`config.mk`:
```
export PLATFORM = sky130hd
export DESIGN_NAME = dma_bus_arbiter
export DESIGN_NICKNAME = d
export VERILOG_FILES = /design/src/rtl/dma_arb_pkg.sv /design/src/rtl/dma_arb_halt.sv /design/src/rtl/dma_arb_chsel.sv /design/src/rtl/dma_bus_arbiter.sv
export SDC_FILE = /design/constraint.sdc
export NUM_CORES = 1
export LEC_CHECK = 0
export ABC_AREA = 0
export BUFFER_PORTS_ARGS = -buffer_cell sky130_fd_sc_hd__buf_2
export CORE_AREA = 2 2 39 41
export DETAILED_ROUTE_END_ITERATION = 16
export DIE_AREA = 0 0 41 43
export PLACE_DENSITY_LB_ADDON = 0.1
export SETUP_SLACK_MARGIN = 0.1
export SLEW_MARGIN = 30
export SYNTH_ARGS = -nofsm -noshare
export SYNTH_HDL_FRONTEND = slang
export SYNTH_SLANG_ARGS = --single-unit
```
`constraint.sdc`:
```
create_clock -name clk -period 1.4 [get_ports clk]
set_input_delay 0.07 -clock clk [delete_from_list [all_inputs] [get_ports clk]]
set_output_delay 0.07 -clock clk [all_outputs]
set_load 0.02 [all_outputs]
```
`src/rtl/dma_arb_pkg.sv`:
```
package dma_arb_pkg;
  localparam int GNT_W  = 4;
  localparam int G_CH0  = 0;
  localparam int G_CH1  = 1;
  localparam int G_CPU  = 2;
  localparam int G_HOLD = 3;
  localparam int MODE_W = 2;

  typedef enum logic [MODE_W-1:0] {
    PM_CH0_FIRST = 2'b00,
    PM_CH1_FIRST = 2'b01,
    PM_ALT_A     = 2'b10,
    PM_ALT_B     = 2'b11
  } prio_mode_e;

  function automatic logic [GNT_W-1:0] owner_bit(input int idx);
    logic [GNT_W-1:0] v;
    v = '0;
    v[idx] = 1'b1;
    return v;
  endfunction
endpackage

```
`src/rtl/dma_arb_halt.sv`:
```
module dma_arb_halt (
  input  logic clk,
  input  logic rst,
  input  logic nmi,
  input  logic halt_clear,
  output logic halted,
  output logic dma_block
);
  always_ff @(posedge clk) begin
    if (rst)             halted <= 1'b0;
    else if (nmi)        halted <= 1'b1;
    else if (halt_clear) halted <= 1'b0;
  end

  // NMI blocks DMA in the very cycle it is raised, not only once latched
  assign dma_block = halted | nmi;
endmodule

```
`src/rtl/dma_arb_chsel.sv`:
```
module dma_arb_chsel
  import dma_arb_pkg::*;
(
  input  logic              req0,
  input  logic              req1,
  input  logic [MODE_W-1:0] mode,
  input  logic              last_ch1,
  output logic              pick_ch1
);
  always_comb begin
    if (req0 && !req1)      pick_ch1 = 1'b0;
    else if (!req0 && req1) pick_ch1 = 1'b1;
    else begin
      case (prio_mode_e'(mode))
        PM_CH0_FIRST: pick_ch1 = 1'b0;
        PM_CH1_FIRST: pick_ch1 = 1'b1;
        default:      pick_ch1 = ~last_ch1;
      endcase
    end
  end
endmodule

```
`src/rtl/dma_bus_arbiter.sv`:
```
module dma_bus_arbiter
  import dma_arb_pkg::*;
#(
  parameter bit ALT_FIRST_CH1 = 1'b0
) (
  input  logic              clk,
  input  logic              rst,
  input  logic              req0,
  input  logic              req1,
  input  logic [MODE_W-1:0] prio_mode,
  input  logic              cpu_locked,
  input  logic              cpu_split_odd,
  input  logic              hold_req,
  input  logic              nmi,
  input  logic              halt_clear,
  input  logic              cycle_done,
  output logic [GNT_W-1:0]  grant,
  output logic              dma_halted
);
  // the record starts as if the other channel was served last
  localparam logic LAST_RESET = ~ALT_FIRST_CH1;

  logic             last_ch1;
  logic             pick_ch1;
  logic             dma_block;
  logic             dma_ok;
  logic [GNT_W-1:0] next_gnt;

  dma_arb_halt u_halt (
    .clk        (clk),
    .rst        (rst),
    .nmi        (nmi),
    .halt_clear (halt_clear),
    .halted     (dma_halted),
    .dma_block  (dma_block)
  );

  dma_arb_chsel u_chsel (
    .req0     (req0),
    .req1     (req1),
    .mode     (prio_mode),
    .last_ch1 (last_ch1),
    .pick_ch1 (pick_ch1)
  );

  assign dma_ok = (req0 | req1) & ~dma_block & ~cpu_locked & ~cpu_split_odd;

  always_comb begin
    if (hold_req)    next_gnt = owner_bit(G_HOLD);
    else if (dma_ok) next_gnt = pick_ch1 ? owner_bit(G_CH1) : owner_bit(G_CH0);
    else             next_gnt = owner_bit(G_CPU);
  end

  always_ff @(posedge clk) begin
    if (rst) begin
      grant    <= owner_bit(G_CPU);
      last_ch1 <= LAST_RESET;
    end else if (cycle_done) begin
      grant <= next_gnt;
      if (!hold_req && dma_ok) last_ch1 <= pick_ch1;
    end
  end
endmodule

```
== Word level (Yosys, flattened, before mapping) ==
Cells that the tools add are included.
Widths: inputs -> output; s select.
Storage, ports and cells
  register bits after elaboration: 6
  input bits: 12
  output and inout port bits: 5
  logic and storage cells: 30
Cells by class
  equal/unequal tests: 1
  mux-type cells: 8
  bitwise logic cells: 9
  reductions and logical operators: 9
Operators with widths (count)
  $mux 1: 4
  $mux 4: 1
  $not 1->1: 4
  $and 1x1->1: 3
  $logic_and 1x1->1: 3
  $logic_not 1->1: 3
  $mux 3: 1
  $eq 2x1->1 const B: 1
  $logic_not 2->1: 1
  $mux 2: 1
  $or 1x1->1: 2
  $pmux 1 s2: 1
  $reduce_and 2->1: 1
  $reduce_bool 2->1: 1

== Logic depth before layout (Yosys ltp) ==
Gate-level depths: netlist of the first run.
  depth in word-level cells: 7
  mapped depth: 4
  depth with buffers taken out: 4

== Modules after synthesis ==
From an unflattened synthesis of the first run, not the netlist that was laid out.
Unflattened totals
  cell total of the unflattened synthesis: 33
  area total of the unflattened synthesis: 309.0 sq um
Modules (own cells, without submodules)
  dma_bus_arbiter: times used 1, cells an instance 23, area each 234.0 sq um, sequential area each 100.1 sq um
  dma_arb_halt: times used 1, cells an instance 5, area each 45.0 sq um, sequential area each 20.0 sq um
  dma_arb_chsel: times used 1, cells an instance 5, area each 30.0 sq um, sequential area each 0.0 sq um

== Worst setup path before layout of the first run ==
No wires, ideal clock.
  kind: flip-flop to flip-flop
  start point: reg u_halt.halted
  end point: reg grant[2]
  library setup time: 122 ps
  data arrival time: 1068 ps
  data required time: 1278 ps
  path slack: 210 ps
  stages on the path, launching flop included: 4
  buffers on the path: 0
  clock period less this slack: 1190 ps
  cell sequence: dfxtp_1 nor4_2 o21ai_0 a221o_1
On the way
  cells in the longest elaborated chain, start to end: 7
RTL lines
  start, declared: RTL line dma_arb_halt.sv:6  | output logic halted,
  start signal, assigned: RTL line dma_arb_halt.sv:10  | if (rst) halted <= 1'b0;
  start signal, assigned: RTL line dma_arb_halt.sv:11  | else if (nmi) halted <= 1'b1;
  start signal, assigned: RTL line dma_arb_halt.sv:12  | else if (halt_clear) halted <= 1'b0;
  $or 1x1->1: RTL line dma_arb_halt.sv:16  | assign dma_block = halted | nmi;
  $not 1->1: RTL line dma_bus_arbiter.sv:46  | assign dma_ok = (req0 | req1) & ~dma_block & ~cpu_locked & ~cpu_split_odd;
  $and 1x1->1 (3 in a row): RTL line dma_bus_arbiter.sv:46
  $mux 3: RTL line dma_bus_arbiter.sv:50  | else if (dma_ok) next_gnt = pick_ch1 ? owner_bit(G_CH1) : owner_bit(G_CH0);
  $mux 4: RTL line dma_bus_arbiter.sv:49  | if (hold_req) next_gnt = owner_bit(G_HOLD);
  end signal, assigned: RTL line dma_bus_arbiter.sv:56  | grant <= owner_bit(G_CPU);
  end signal, assigned: RTL line dma_bus_arbiter.sv:59  | grant <= next_gnt;
  end, declared: RTL line dma_bus_arbiter.sv:17  | output logic [GNT_W-1:0] grant,
Every way passes these cells.
A chain may end at the register's enable or synchronous reset.

== Final worst setup path of the first run ==
Ends and elaborated chain as after synthesis.

==> impl_metrics.env, run 1 <==
export IMPL_status="complete, no violations"
export IMPL_finalCritPeriodShare_pct=82.35
export IMPL_setup_slack_ns=0.2470
export IMPL_insertion_delay_ns=0.25
export IMPL_rows=14
export IMPL_tightest_slew_ns=0.1961
export IMPL_routed_via_count=266
export IMPL_cts_root_buf="clkbuf_4"
export IMPL_combPwrFrac_pct=13.6
export IMPL_power_frac_seq_pct=45.2
export IMPL_vias_per_cell=4.222
export IMPL_start_kind="register"
export IMPL_switching_share_pct=25.14
export IMPL_syn_to_final_growth_pct=50.24
export IMPL_worstHoldStart="rst"
export IMPL_die_h_um=43
export IMPL_rsz0062_at_grt="no"
export IMPL_hpwl_um=467
export IMPL_grt_usage_pct=8.040
export IMPL_drc=0
export IMPL_gp_congestion=0.6611
export IMPL_max_vdd_ir_drop_mv=0.3492
export IMPL_antenna_cells=0
export IMPL_critPathKind="register to register"
export IMPL_wire_per_inst_um=9.683
export IMPL_drt_iter0_markers=1
export IMPL_pwr_share_clk_pct=41.1
export IMPL_drv_slew=0
export IMPL_drt_wl_total_um=610
export IMPL_fin_crit_ns=1.153
export IMPL_initial_core_util_pct=18.90
export IMPL_grt_pass1_vias=232
export IMPL_yosys_warnings=0
export IMPL_final_layout_size_suffix_gt1_share_pct=44.68
export IMPL_regArea_um2=120.1
export IMPL_multi_input_area_um2=142.6
export IMPL_clk_pin_slew_worst_paths_ns=0.05
export IMPL_io_buffer_count=16
export IMPL_worstPathMaxFanout=3
export IMPL_gr_total_overflow=0
export IMPL_fin_skew_ns=0.002979
export IMPL_p_leak_nw=0.1921
export IMPL_cp_data_arrival_time_ns=1.29
export IMPL_place_ws_ns=0.2243
export IMPL_io_pins=17
export IMPL_antenna_left=0
export IMPL_firstDrtPassIters=4
export IMPL_layout_common_cells="buf_2, dfxtp_1, nor2_1"
export IMPL_fin_nets=61
export IMPL_cts_tree="done"
export IMPL_clock_sinks=6
export IMPL_grt_max_degree=7
export IMPL_grt_pass1_wl_um=903
export IMPL_mostFrequentLayoutCell="buf_2"
export IMPL_holdWs_ns=0.06981
export IMPL_cap_violations=0
export IMPL_report_final_setup_viol=0
export IMPL_hold_viol_final=0
export IMPL_cp_end_kind="register"
export IMPL_syn_avg_cell_area_um2=9.339
export IMPL_regToRegStartpoint="u_halt.halted"
export IMPL_die_area_um2=1763
export IMPL_slew_headroom_pct=86.79
export IMPL_powerDensity_nw_per_um2=1023
export IMPL_crit_required_ns=1.54
export IMPL_switchingPower_uw=101.1
export IMPL_hold_buffers=0
export IMPL_ctsHtreeMaxLevel=1
export IMPL_clk_path_buf_depth=2
export IMPL_startpoint="u_halt.halted"
export IMPL_ys_seq_elements=6
export IMPL_fin_setup_tns_ns=0
export IMPL_syn_num_nets=40
export IMPL_antenna_found_initial=0
export IMPL_ys_seq_area_share_pct=45.93
export IMPL_coreArea_um2=1384
export IMPL_postSynthCellCount=28
export IMPL_hold_class="primary input to register"
export IMPL_p_int_uw=300.9
export IMPL_synth_cell_types=14
export IMPL_syn_area_um2=261.5
export IMPL_die_w_um=41
export IMPL_fill_cells=156
export IMPL_cts_buffers=3
export IMPL_fmaxAchievable_ghz=0.8673
final timing paths:
check                           endpoint  cells after the start  slack [ns]
worst max-delay path            grant[2]                      3        0.25
worst min-delay path            grant[3]                      2        0.07
worst max register to register  grant[2]                      3        0.25
worst min register to register  grant[1]                      2        0.48
per-stage QoR:
stage	instances	cell area (um^2)	util [%]	total power, mW
2_1_floorplan	28	261.5	-	0.2078
3_3_place_gp	60	361.6	26.13	0.2373
3_5_place_dp	60	361.6	26.13	0.2369
4_1_cts	63	384.1	27.76	0.4017
5_1_grt	63	392.9	28.39	0.4204
6_report	63	392.9	28.39	0.4019
synth_stat cells:
cell type / n / area, um^2
and2_2: 1 / 7.510
nor2b_1: 3 / 18.77
or3b_1: 1 / 8.760
dfxtp_1: 6 / 120.1
o21bai_1: 1 / 7.510
a21oi_1: 2 / 10.01
nor2_1: 4 / 15.01
inv_1: 2 / 7.510
a221o_1: 1 / 10.01
and3_1: 1 / 6.260
o21ai_0: 2 / 10.01
mux2i_1: 1 / 10.01
nor4_2: 1 / 12.51
a32oi_1: 2 / 17.52
worst max-delay path: stages, from the launching register on:
cell and delay, ns:
dfxtp_1 0.34, nor4_4 0.27, o21ai_0 0.12, a221o_1 0.32
routing by layer:
layer	GRT usage, %	up-vias	part of all wire [%]
li1	-	140	-
met1	11.61	109	50
met2	8.125	15	37
met3	3.141	2	12
met4	8.000	0	0.82
met5	0	-	0
state kept, by name, summed over array words and instances, names as in the netlist:
register / count
u_halt.halted: 1
grant: 4
last_ch1: 1
area by class of cell:
cell class	count	share of cell area (%)
multi-input combinational	20	36.31
sequential	6	30.57
timing repair buffer	16	20.38
clock buffer	3	5.732
tap	16	5.096
inverter	2	1.911
power by group through the flow:
| stage | clock network (mW) | registers [mW] | logic (mW) |
|---|---|---|---|
| global route | 0.177 | 0.182 | 0.0608 |
| floorplan | 0 | 0.192 | 0.0159 |
| detailed placement | 0 | 0.184 | 0.0524 |
| finish | 0.165 | 0.182 | 0.0549 |
| CTS | 0.168 | 0.181 | 0.0528 |
| global placement | 0 | 0.184 | 0.0530 |
timing repair:
item / in CTS / in global routing
setup endpoints to repair: 0 / 2
setup buffers: 0 / 0
gates resized for setup: 0 / 1
kinds of logic after synthesis:
logic type / count (synthesis) / share of synthesized area, %
AO/OA/AOI/OAI: 8 / 21.06
multiplexers: 1 / 3.828
buffers and inverters: 2 / 2.872
flip-flops: 6 / 45.93
AND/OR/NAND/NOR: 11 / 26.32
Power figures use the tool's default switching activity.
==> run 2, diff against run 1 <==
- clock period: 1.4 -> 1 ns (I/O delays scaled with it)
==> impl_metrics.env, run 2 (synthesis results as in run 1) <==
export IMPL_die_area_um2=1763
export IMPL_vias_per_cell=4.292
export IMPL_grt_pass1_vias=290
export IMPL_rows=14
export IMPL_start_kind="register"
export IMPL_wire_per_inst_um=10.52
export IMPL_worstPathMaxFanout=2
export IMPL_antenna_left=0
export IMPL_placed_cells=60
export IMPL_status="finished, violations left"
export IMPL_rsz0062_at_grt="yes"
export IMPL_critPathKind="register to register"
export IMPL_tightest_slew_ns=0.2161
export IMPL_grt_usage_pct=10.06
export IMPL_cp_data_arrival_time_ns=1.20
export IMPL_io_buffer_count=16
export IMPL_clk_path_buf_depth=2
export IMPL_regMostFlops="grant"
export IMPL_p_leak_nw=0.2017
export IMPL_hold_viol_final=0
export IMPL_routed_via_count=279
export IMPL_grt_pass1_wl_um=1159
export IMPL_insertion_delay_ns=0.24
export IMPL_gr_total_overflow=0
export IMPL_reg_top3="grant x4, last_ch1 x1, u_halt.halted x1"
export IMPL_hpwl_um=542.4
export IMPL_powerDensity_nw_per_um2=1389
export IMPL_io_pins=17
export IMPL_crit_path_max_incr_delay_ns=0.35
export IMPL_stdcell_count=65
export IMPL_grt_max_degree=7
export IMPL_drt_wl_total_um=684
export IMPL_fin_nets=62
export IMPL_die_w_um=41
export IMPL_cp_cell_sequence="nor2b_2 -> or3b_1 -> a32oi_1 -> nor2_1"
export IMPL_ctsHtreeMaxLevel=1
export IMPL_gp_congestion=0.7306
export IMPL_drv_slew=0
export IMPL_drc=0
export IMPL_layout_common_cells="buf_2, nor2_1, dfxtp_1"
export IMPL_setup_slack_ns=-0.06688
export IMPL_crit_required_ns=1.13
export IMPL_coreArea_um2=1384
export IMPL_max_vdd_ir_drop_mv=0.4371
export IMPL_antenna_cells=0
export IMPL_initial_core_util_pct=18.90
export IMPL_crit_family="simple AND/OR/NAND/NOR gates"
export IMPL_fmaxAchievable_ghz=0.9373
export IMPL_syn_to_final_growth_pct=61.72
export IMPL_drt_iter0_markers=4
export IMPL_hold_buffers=0
export IMPL_clock_sinks=6
export IMPL_mostFrequentLayoutCell="buf_2"
export IMPL_clk_pin_slew_worst_paths_ns=0.05
export IMPL_final_layout_size_suffix_gt1_share_pct=51.02
export IMPL_fin_util_pct=30.56
export IMPL_report_final_setup_viol=2
export IMPL_slew_headroom_pct=85.49
export IMPL_cts_root_buf="clkbuf_4"
export IMPL_cap_violations=0
export IMPL_cts_tree="done"
export IMPL_cts_buffers=3
export IMPL_firstDrtPassIters=2
export IMPL_cpMaxStageDelayCell="or3b_1"
export IMPL_largest_reg_flops=4
export IMPL_finalCritPeriodShare_pct=106.7
export IMPL_fin_crit_ns=1.067
export IMPL_fin_skew_ns=0.005791
export IMPL_die_h_um=43
export IMPL_antenna_found_initial=0
export IMPL_failed_checks="setup timing"
export IMPL_place_ws_ns=-0.05485
export IMPL_crit_buf_inv=0
export IMPL_hold_class="primary input to register"
export IMPL_cp_end_kind="register"
## run 2: worst register-to-register path: cells and delay by family (launching register included)
family | cells | cell delay (ns)
compound gates | 1 | 0.18
flops | 1 | 0.33
simple gates | 3 | 0.45
## run 2: what timing repair did
item / in CTS / in global routing
setup buffers: 1 / 0
setup endpoints to repair: 4 / 5
gates resized for setup: 2 / 3
pin swaps: 2 / 1
hold endpoints to repair: 0 / 0
## run 2: final timing paths
kind,startpoint,to,slack [ns],cells after the start
worst max register to register,last_ch1,grant[1],-0.07,4
worst min-delay path,rst,u_halt.halted,0.04,2
worst max-delay path,last_ch1,grant[1],-0.07,4
worst min register to register,grant[2],grant[2],0.49,1
## run 2: layout make-up
cell class | count | area (um^2)
Inverter | 2 | 7.507
Timing Repair Buffer | 17 | 97.59
Sequential cell | 6 | 125.1
Tap cell | 16 | 20.02
Clock buffer | 4 | 26.28
Fill cell | 163 | 960.9
Multi-Input combinational cell | 20 | 146.4
## run 2: stage by stage
step           setup TNS [ns]  power [mW]  instance area, um^2  hold slack, ns
2_1_floorplan        -0.01285      0.2933                276.5          0.1127
3_3_place_gp         -0.05813      0.3358                376.6          0.2896
3_5_place_dp         -0.09913      0.3382                376.6          0.3044
4_1_cts               -0.1167      0.5986                416.7         0.03618
5_1_grt               -0.3139      0.6273                422.9         0.04423
6_report              -0.1057      0.5874                422.9         0.04470
## run 2: metal layers
metal	global-route usage, %	routed length [um]
met1	10.68	294
met2	14.37	338
met3	4.712	52
met4	8.000	0
met5	0	0
## run 2: power by group
group          internal, mW  total (mW)  switching [mW]
clock network         0.152       0.245          0.0930
registers             0.248       0.254         0.00585
logic                0.0449      0.0892          0.0443
